[src/rtl/spifq_pkg.sv]
package spifq_pkg;
   localparam int unsigned DEF_MAX_BITS = 64;
   localparam int unsigned DEF_MIN_BITS = 8;
   localparam int unsigned DEF_DEPTH    = 3;
   localparam int unsigned DEF_SYNC     = 2;

   // capture state of the frame being received
   typedef enum logic [1:0] {
      CAP_IDLE = 2'd0,
      CAP_KEEP = 2'd1,
      CAP_SKIP = 2'd2
   } cap_state_e;
endpackage

[src/rtl/spifq_sync.sv]
module spifq_sync #(
   parameter int unsigned STAGES = 2,
   parameter int unsigned WIDTH  = 4,
   parameter logic [WIDTH-1:0] RST_VAL = '0
) (
   input  logic             clk,
   input  logic             rst_n,
   input  logic [WIDTH-1:0] din,
   output logic [WIDTH-1:0] dout
);
   logic [WIDTH-1:0] stg [STAGES];

   for (genvar s = 0; s < STAGES; s++) begin : g_stage
      if (s == 0) begin : g_first
         always_ff @(posedge clk or negedge rst_n) begin
            if (!rst_n) stg[0] <= RST_VAL;
            else        stg[0] <= din;
         end
      end else begin : g_next
         always_ff @(posedge clk or negedge rst_n) begin
            if (!rst_n) stg[s] <= RST_VAL;
            else        stg[s] <= stg[s-1];
         end
      end
   end

   assign dout = stg[STAGES-1];
endmodule

[src/rtl/spifq_capture.sv]
module spifq_capture
   import spifq_pkg::*;
#(
   parameter int unsigned MAX_BITS = DEF_MAX_BITS,
   parameter int unsigned MIN_BITS = DEF_MIN_BITS,
   localparam int unsigned LEN_W   = $clog2(MAX_BITS + 1),
   localparam int unsigned CNT_W   = $clog2(MAX_BITS + 2),
   localparam int unsigned IDX_W   = (MAX_BITS > 1) ? $clog2(MAX_BITS) : 1
) (
   input  logic                clk,
   input  logic                rst_n,
   input  logic                sck_s,
   input  logic                sdi_s,
   input  logic                cs_n_s,
   input  logic                txen_s,
   output logic                push,
   output logic [MAX_BITS-1:0] push_data,
   output logic [LEN_W-1:0]    push_len
);
   cap_state_e          state;
   logic                sck_q, cs_q;
   logic [CNT_W-1:0]    cnt;
   logic [MAX_BITS-1:0] shreg;
   logic [IDX_W-1:0]    wr_idx;

   wire sck_rise = sck_s & ~sck_q;
   wire cs_fall  = cs_q & ~cs_n_s;
   wire cs_rise  = ~cs_q & cs_n_s;
   wire len_ok   = (cnt >= CNT_W'(MIN_BITS)) && (cnt <= CNT_W'(MAX_BITS));

   assign wr_idx = IDX_W'(MAX_BITS - 1) - cnt[IDX_W-1:0];

   always_ff @(posedge clk or negedge rst_n) begin
      if (!rst_n) begin
         sck_q <= 1'b0;
         cs_q  <= 1'b1;
      end else begin
         sck_q <= sck_s;
         cs_q  <= cs_n_s;
      end
   end

   always_ff @(posedge clk or negedge rst_n) begin
      if (!rst_n) begin
         state <= CAP_IDLE;
         cnt   <= '0;
         shreg <= '0;
      end else if (cs_fall) begin
         state <= txen_s ? CAP_KEEP : CAP_SKIP;
         cnt   <= '0;
         shreg <= '0;
      end else if (state != CAP_IDLE) begin
         if (cs_rise) begin
            state <= CAP_IDLE;
         end else if (sck_rise) begin
            if (cnt < CNT_W'(MAX_BITS)) shreg[wr_idx] <= sdi_s;
            if (cnt <= CNT_W'(MAX_BITS)) cnt <= cnt + 1'b1;
         end
      end
   end

   assign push      = (state == CAP_KEEP) && cs_rise && len_ok;
   assign push_data = shreg;
   assign push_len  = LEN_W'(cnt);
endmodule

[src/rtl/spifq_store.sv]
module spifq_store #(
   parameter int unsigned DATA_W = 64,
   parameter int unsigned LEN_W  = 7,
   parameter int unsigned DEPTH  = 3,
   localparam int unsigned PTR_W = (DEPTH > 1) ? $clog2(DEPTH) : 1,
   localparam int unsigned OCC_W = $clog2(DEPTH + 1)
) (
   input  logic              clk,
   input  logic              rst_n,
   input  logic              push,
   input  logic [DATA_W-1:0] push_data,
   input  logic [LEN_W-1:0]  push_len,
   input  logic              pop_req,
   output logic              head_valid,
   output logic [DATA_W-1:0] head_data,
   output logic [LEN_W-1:0]  head_len
);
   logic [DATA_W-1:0] mem_d [DEPTH];
   logic [LEN_W-1:0]  mem_l [DEPTH];
   logic [PTR_W-1:0]  wr_ptr, rd_ptr;
   logic [OCC_W-1:0]  occ;

   function automatic logic [PTR_W-1:0] nxt(input logic [PTR_W-1:0] p);
      return (p == PTR_W'(DEPTH - 1)) ? '0 : p + 1'b1;
   endfunction

   function automatic logic [PTR_W-1:0] prv(input logic [PTR_W-1:0] p);
      return (p == '0) ? PTR_W'(DEPTH - 1) : p - 1'b1;
   endfunction

   wire pop    = pop_req && (occ != '0);
   wire full   = (occ == OCC_W'(DEPTH));
   wire room   = !full || pop;
   wire append = push && room;
   wire [PTR_W-1:0] tgt = room ? wr_ptr : prv(wr_ptr);

   always_ff @(posedge clk or negedge rst_n) begin
      if (!rst_n) begin
         for (int i = 0; i < DEPTH; i++) begin
            mem_d[i] <= '0;
            mem_l[i] <= '0;
         end
         wr_ptr <= '0;
         rd_ptr <= '0;
         occ    <= '0;
      end else begin
         if (push) begin
            mem_d[tgt] <= push_data;
            mem_l[tgt] <= push_len;
         end
         if (append) wr_ptr <= nxt(wr_ptr);
         if (pop)    rd_ptr <= nxt(rd_ptr);
         occ <= occ + OCC_W'(append) - OCC_W'(pop);
      end
   end

   assign head_valid = (occ != '0);
   assign head_data  = mem_d[rd_ptr];
   assign head_len   = mem_l[rd_ptr];
endmodule

[src/rtl/spi_frame_queue.sv]
module spi_frame_queue
   import spifq_pkg::*;
#(
   parameter int unsigned MAX_BITS    = DEF_MAX_BITS,
   parameter int unsigned MIN_BITS    = DEF_MIN_BITS,
   parameter int unsigned DEPTH       = DEF_DEPTH,
   parameter int unsigned SYNC_STAGES = DEF_SYNC,
   localparam int unsigned LEN_W      = $clog2(MAX_BITS + 1)
) (
   input  logic                clk,
   input  logic                rst_n,
   input  logic                sck,
   input  logic                sdi,
   input  logic                cs_n,
   input  logic                tx_en,
   output logic                out_valid,
   output logic [MAX_BITS-1:0] out_data,
   output logic [LEN_W-1:0]    out_len,
   input  logic                out_ready
);
   if (MIN_BITS < 1 || MIN_BITS > MAX_BITS) begin : g_bad_len
      $error("spi_frame_queue: MIN_BITS must be in 1..MAX_BITS");
   end
   if (DEPTH < 1) begin : g_bad_depth
      $error("spi_frame_queue: DEPTH must be at least 1");
   end
   if (SYNC_STAGES < 2) begin : g_bad_sync
      $error("spi_frame_queue: SYNC_STAGES must be at least 2");
   end

   // bit order: {tx_en, cs_n, sdi, sck}
   logic [3:0] pins_s;
   logic                push;
   logic [MAX_BITS-1:0] push_data;
   logic [LEN_W-1:0]    push_len;

   spifq_sync #(
      .STAGES (SYNC_STAGES),
      .WIDTH  (4),
      .RST_VAL(4'b0100)
   ) i_sync (
      .clk  (clk),
      .rst_n(rst_n),
      .din  ({tx_en, cs_n, sdi, sck}),
      .dout (pins_s)
   );

   spifq_capture #(
      .MAX_BITS(MAX_BITS),
      .MIN_BITS(MIN_BITS)
   ) i_capture (
      .clk      (clk),
      .rst_n    (rst_n),
      .sck_s    (pins_s[0]),
      .sdi_s    (pins_s[1]),
      .cs_n_s   (pins_s[2]),
      .txen_s   (pins_s[3]),
      .push     (push),
      .push_data(push_data),
      .push_len (push_len)
   );

   spifq_store #(
      .DATA_W(MAX_BITS),
      .LEN_W (LEN_W),
      .DEPTH (DEPTH)
   ) i_store (
      .clk       (clk),
      .rst_n     (rst_n),
      .push      (push),
      .push_data (push_data),
      .push_len  (push_len),
      .pop_req   (out_ready),
      .head_valid(out_valid),
      .head_data (out_data),
      .head_len  (out_len)
   );
endmodule

[config.mk]
export PLATFORM = sky130hd
export DESIGN_NAME = spi_frame_queue
export DESIGN_NICKNAME = d
export VERILOG_FILES = /design/src/rtl/spifq_pkg.sv /design/src/rtl/spifq_sync.sv /design/src/rtl/spifq_capture.sv /design/src/rtl/spifq_store.sv /design/src/rtl/spi_frame_queue.sv
export SDC_FILE = /design/constraint.sdc
export NUM_CORES = 1
export LEC_CHECK = 0
export ABC_AREA = 0
export CORE_MARGIN = 4
export CORE_UTILIZATION = 27
export CTS_CLUSTER_DIAMETER = 100
export DETAILED_ROUTE_END_ITERATION = 10
export PLACE_DENSITY = 0.4
export SLEW_MARGIN = 20
export SYNTH_ARGS = -nofsm -noshare
export SYNTH_HDL_FRONTEND = slang
export SYNTH_SLANG_ARGS = --single-unit
[constraint.sdc]
create_clock -name clk -period 3.1 [get_ports clk]
set_clock_uncertainty 0.05 [all_clocks]
set_input_delay 0.31 -clock clk [delete_from_list [all_inputs] [get_ports clk]]
set_output_delay 0.31 -clock clk [all_outputs]
set_load 0.01 [all_outputs]
---- Yosys cells after proc, flatten, opt, wreduce, memory -nomap -nowiden ----
Index checks and enable logic that the tools add are counted.
W data, S select, Z words.
storage, ports and cells
  word-level logic and storage cells ...... 97
  output and inout bits ................... 72
  input port bits ......................... 7
  bits in registers ....................... 302
cells by class
  $lt $le $gt $ge ......................... 8
  multiplexer cells ....................... 33
  eq/ne operators ......................... 5
  bitwise operators ....................... 8
  $add $sub $neg .......................... 7
  reduce and logical (&&, ||, !) cells .... 20
operators by type and width
  cell                   count
  $mux W64               8
  $bwmux W192            1
  $bmux W64 S2           1
  $demux W64 S2          1
  $bwmux W64             1
  $mux W7                8
  $bwmux W21             1
  $mux W2                8
  $bmux W7 S2            1
  $demux W7 S2           1
  $reduce_bool A2 Y1     7
  $reduce_and A4 Y1      2
  $add A7 B1 Y7 const B  1
  $ge A7 B4 Y1 const B   1
  $le A7 B7 Y1 const B   1
  $logic_and A1 B1 Y1    7
  $lt A6 B7 Y1 const B   1
  $lt A7 B7 Y1 const B   1
  $demux W1 S6           1
  $eq A2 B2 Y1 const B   3
  $ge A3 B3 Y1 const B   2
  $ge A6 B1 Y1 const B   1
  $not A2 Y3             2
  $sub A6 B6 Y6 const A  1
  14 further kinds       19

---- Depth between registers and ports, before layout ----
  depth after elaboration ................. 11
  depth in mapped cells ................... 10
  gate-level depth less buffers ........... 10

---- By module ----
From an unflattened synthesis, not the netlist that was laid out.
second synthesis, totals
  cell total of the unflattened synthesis .. 1145
  area, all modules ....................... 13979.7 µm²
modules (own cells, without submodules)
  module         area each (µm²)  seq. area each (µm²)  times used  cells an instance
  spifq_store    9801.9           5480.3                1           720
  spifq_capture  3945.0           1878.1                1           413
  spifq_sync     232.7            202.7                 1           12

---- Worst setup path after synthesis ----
OpenSTA, ideal clock, no wires.
  path kind ............................... register to register
  from .................................... reg i_sync.stg, in the netlist i_sync.dout[2]
  to ...................................... reg i_store.mem_d[128] in the netlist's numbering
  data required time ...................... 2.925 ns
  stages on the path, launching flop included .. 8
  buffers on the path ..................... 1
  clock period less this slack ............ 2.529 ns
  data arrival time ....................... 2.354 ns
  library setup time ...................... 0.125 ns
  slack ................................... 0.571 ns
  cell sequence ........................... dfstp_2 -> ha_1 -> nand2_1 -> nor4_1 -> a31oi_4 -> nor3_4 -> buf_12 -> mux2_4
on the way
  longest elaborated chain between the ends .. 3
ends and longest elaborated chain
  what                               line                 RTL
  start, declared                    spifq_sync.sv:11     logic [WIDTH-1:0] stg [STAGES];
  start signal, assigned by index    spifq_sync.sv:22     else stg[s] <= stg[s-1];
  $and A1 B1 Y1                      spifq_capture.sv:28  wire cs_rise = ~cs_q & cs_n_s;
  $logic_and A1 B1 Y1 (2 in series)  spifq_capture.sv:62  assign push = (state == CAP_KEEP) && cs_rise && len_ok;
  end signal, assigned by index      spifq_store.sv:48    mem_d[tgt] <= push_data;
  end, declared                      spifq_store.sv:18    logic [DATA_W-1:0] mem_d [DEPTH];
Every way passes these cells.
A chain may end at the register's enable or synchronous reset.

---- Final worst setup path ----
  from .................................... reg i_store.rd_ptr[0]
  to ...................................... out out_len[3]
on the way
  longest elaborated chain between the ends .. 4
ends and longest elaborated chain
  what                                         line                   RTL
  start, declared                              spifq_store.sv:20      logic [PTR_W-1:0] wr_ptr, rd_ptr;
  start signal, assigned                       spifq_store.sv:52      if (pop) rd_ptr <= nxt(rd_ptr);
  $not A2 Y3 (implied by the code)             spifq_store.sv:59      assign head_len = mem_l[rd_ptr];
  $bmux W7 S2                                  spifq_store.sv:59
  $mux W7 (implied by the code) (2 in series)  spifq_store.sv:59
  end, declared                                spi_frame_queue.sv:18  output logic [LEN_W-1:0] out_len,
Every way passes these cells. The select of a mux whose other input is x is not followed.

==> summary.txt <==
Floorplanning
  • Initial core utilization: 0.274
  • Top-Level Pins: 79
  • Chip width: 234 microns
  • # rows: 82
  • Core area: 50400 sq um
  • Die area: 54800 sq um
  • Die Ht: 234 microns

Timing
  • Final WS setup: 0.149 ns
  • Period minus WS final: 2.95 ns
  • Max Fclk: 339 MHz
  • Period utilization: 0.952
  • Setup TNS: 0 ns
  • Slew headroom: 0.445
  • Worst Tran Pin Value: 0.830 ns
  • RSZ-0062 raised after global routing: no
  • Fin. max-slew vios: 0
  • Setup violators final: 0
  • Hold Vio Cnt, Final: 0
  • Final hold slack: 0.137 ns

Job
  • Max-cap viol count: 0

Pwr
  • Worst VDD drop: 0.386 mV
  • Leakage: 7.46 nW
  • Pwr dens: 626 nW/um^2

Route
  • Via count: 8901
  • Drt first pass iters: 4
  • DR WL/cell: 19.5 microns
  • ANT nets after route: 0
  • DR vias/cell: 4.72
  • Initial DRC Count: 534
  • Routed wire length: 36800 microns
  • Residual DRC: 0

Global routing
  • Gr ovfl total: 0
  • Vias in the first global route: 9376
  • First-pass GRT wire length: 58300 microns
  • Initial antenna violation count: 0
  • GR Util All Layers: 0.137
  • Pin count of the biggest net entering global routing: 99

Placed design
  • Placed cells: 1824
  • Pre-CTS setup slack: 0.304 ns
  • GP Congestion: 0.727
  • Final HPWL DP: 21800 microns
  • Buffers on Ports: 78

Yosys
  • FF+latch count, synth: 302
  • Syn avg cell area: 12.3 sq um
  • Ys flop type: dfrtp_1
  • Synthesized cell area: 13800 sq um
  • Post-synth EDFFs: 0
  • Cells after Synth: 1124
  • Seq/Total Area, Yosys: 0.548
  • Synth unique cells: 47
  • Syn Nets: 1140
  • Post-synth ARST share: 1.00
  • Yosys warnings: 0

Worst setup path
  • FF-to-FF Start: i_sync.dout[2]$_DFF_PN1_
  • CP startpoint kind: flop
  • WP data required: 2.74 ns
  • Crit Path Class: flop to primary output
  • Worst EP arrival: 2.59 ns
  • CP peak stage delay: 0.62 ns
  • Reg-to-reg setup timing slack: 0.52 ns
  • Worst R2R End: i_store.mem_d[29]$_DFFE_PN0P_
  • Max stage delay cell, worst path: clkdlybuf4s50_1
  • Crit path max fanout: 15
  • Number of cells on the worst reg-to-reg path: 7
  • Critical path, cell by cell: buf_4 > mux2i_1 > o21ai_0 > clkdlybuf4s50_1
  • Crit end category: primary output

Hold path
  • HP Class: primary input to flop
  • Min-delay src: cs_n
  • Worst Hold Depth: 1
  • Hold endpoint: i_sync.stg[6]$_DFF_PN1_

Run status
  • Outcome: finished clean

CTS
  • CTS buffer count: 37
  • CTS tree: yes
  • Worst skew pair latency: 0.53 ns
  • CTS clk-pin slew, worst paths: 0.06 ns
  • H-tree depth: 2
  • Clock Tree Root: clkbuf_16
  • Clock Path Buffers: 3
  • Clock sink count: 302

Finish
  • Layout cell share with drive strength beyond 1: 0.201
  • Antenna cells: 0
  • Layout area overhead: 19.2%
  • # fillers: 5111
  • Final Non-Filler Cells: 1887
  • Layout Nets: 1208
-- flip-flops by register name, summed over array words and instances (netlist names) --
| name | cells |
|---|---|
| i_capture.cs_q | 1 |
| i_capture.push_data | 64 |
| i_capture.push_len | 7 |
| i_capture.sck_q | 1 |
| i_capture.state | 2 |
| i_store.mem_d | 192 |
| i_store.mem_l | 21 |
| i_store.occ | 2 |
| i_store.rd_ptr | 2 |
| i_store.wr_ptr | 2 |
| i_sync.dout | 4 |
| i_sync.stg | 4 |
-- synth_stat cells (2+ instances only) --
library cell | n | area, sq um
o21ai_1 | 2 | 10.0
dfrtp_1 | 299 | 7480
nor3_4 | 3 | 48.8
a31oi_1 | 2 | 12.5
and2_1 | 3 | 18.8
a21o_1 | 2 | 15.0
nor3_1 | 5 | 25.0
and3_1 | 5 | 31.3
a21oi_1 | 63 | 315
nor3b_1 | 2 | 15.0
nor4_1 | 2 | 12.5
mux2_2 | 74 | 833
and2_0 | 2 | 12.5
o31ai_1 | 2 | 15.0
o21ai_0 | 200 | 1000
mux2_4 | 71 | 1070
nand3_1 | 3 | 15.0
inv_1 | 13 | 48.8
nand2_1 | 98 | 368
clkbuf_1 | 54 | 203
dfstp_2 | 3 | 78.8
nor2_1 | 10 | 37.5
mux2_1 | 71 | 800
buf_12 | 7 | 140
or2_2 | 2 | 12.5
mux2i_1 | 71 | 711
ha_1 | 9 | 113
nand2b_1 | 6 | 37.5
buf_1 | 4 | 15.0
nor2b_1 | 3 | 18.8
buf_6 | 8 | 90.1
xnor2_1 | 2 | 17.5
buf_2 | 9 | 45.0
-- worst max-delay path by stage --
stage	from	to	slack, ns	depth (start not counted)
after CTS	i_store.rd_ptr[0]$_DFFE_PN0P_	out_data[32]	0.05	4
final	i_store.rd_ptr[0]$_DFFE_PN0P_	out_len[3]	0.15	4
after floorplan	i_sync.dout[2]$_DFF_PN1_	i_store.mem_d[128]$_DFFE_PN0P_	0.57	7
after global placement	out_ready	i_store.mem_d[24]$_DFFE_PN0P_	0.33	6
after detailed placement	out_ready	i_store.mem_d[4]$_DFFE_PN0P_	0.30	6
after global routing	i_store.rd_ptr[0]$_DFFE_PN0P_	out_data[4]	0.02	4
-- placed cells by master (no fill, tap or decap), types with 5 or more instances in the layout --
cell type / count
nor3_1: 5
clkbuf_8: 7
nand2_1: 98
o21ai_0: 200
ha_1: 8
dfrtp_1: 297
inv_1: 13
mux2_4: 71
mux2_1: 71
mux2_2: 74
clkbuf_16: 38
mux2i_1: 71
nand2b_1: 6
a21oi_1: 63
buf_4: 22
nor2_1: 10
buf_12: 8
clkbuf_1: 14
clkdlybuf4s50_1: 76
and3_1: 5
-- worst max-delay path, delay by kind of cell, from the launching register on --
| kind | cells | cell delay, ns |
|---|---|---|
| compound gates | 1 | 0.35 |
| buf+inv | 2 | 0.96 |
| mux | 1 | 0.12 |
| flops | 1 | 0.61 |
-- stage by stage --
stage | util | instance area (sq um) | total power (W)
3_5_place_dp | 0.304 | 15300 | 0.00637
6_report | 0.326 | 16400 | 0.0103
2_1_floorplan | - | 13800 | 0.00554
3_3_place_gp | 0.304 | 15300 | 0.00637
4_1_cts | 0.326 | 16400 | 0.0105
5_1_grt | 0.326 | 16400 | 0.0108
-- cell type report --
cell class	instances	area, sq um	share of cell area
clock buffers	58	1070	0.0654
clock inverters	4	22.5	0.00137
repair buffers	111	1180	0.0715
multi-input cells	727	5710	0.348
inverters	13	48.8	0.00297
well taps	672	841	0.0511
flip-flops and latches	302	7570	0.460
-- per-layer routing --
metal | vias to the layer above | GRT usage | share of wire
li1 | 4113 | - | -
met1 | 4592 | 0.194 | 0.48
met2 | 144 | 0.216 | 0.46
met3 | 52 | 0.0258 | 0.036
met4 | 0 | 0.0364 | 0.021
met5 | - | 0 | 0
-- what timing repair did --
item,CTS,global route
hold buffers,1,0
setup buffers,0,0
setup endpoints to repair,0,1
hold endpoints to repair,51,0
resized for setup,0,4
-- cell families (layout without fill, tap and decap cells) --
family / Yosys count / in the layout / share of synthesized area
adder cells (fa/ha/maj): 9 / 9 / 0.00816
flip-flops: 302 / 302 / 0.548
buffers and inverters: 95 / 186 / 0.0393
XOR/XNOR: 2 / 2 / 0.00127
AND/OR/NAND/NOR: 151 / 151 / 0.0516
AO/OA/AOI/OAI: 278 / 278 / 0.104
multiplexers: 287 / 287 / 0.247
-- report_power, final --
part / switching [W] / internal [W]
logic: 0.00116 / 0.000697
registers: 0.000261 / 0.00416
clock network: 0.00165 / 0.00236
total: 0.00307 / 0.00722
Power figures use the tool's default switching activity.
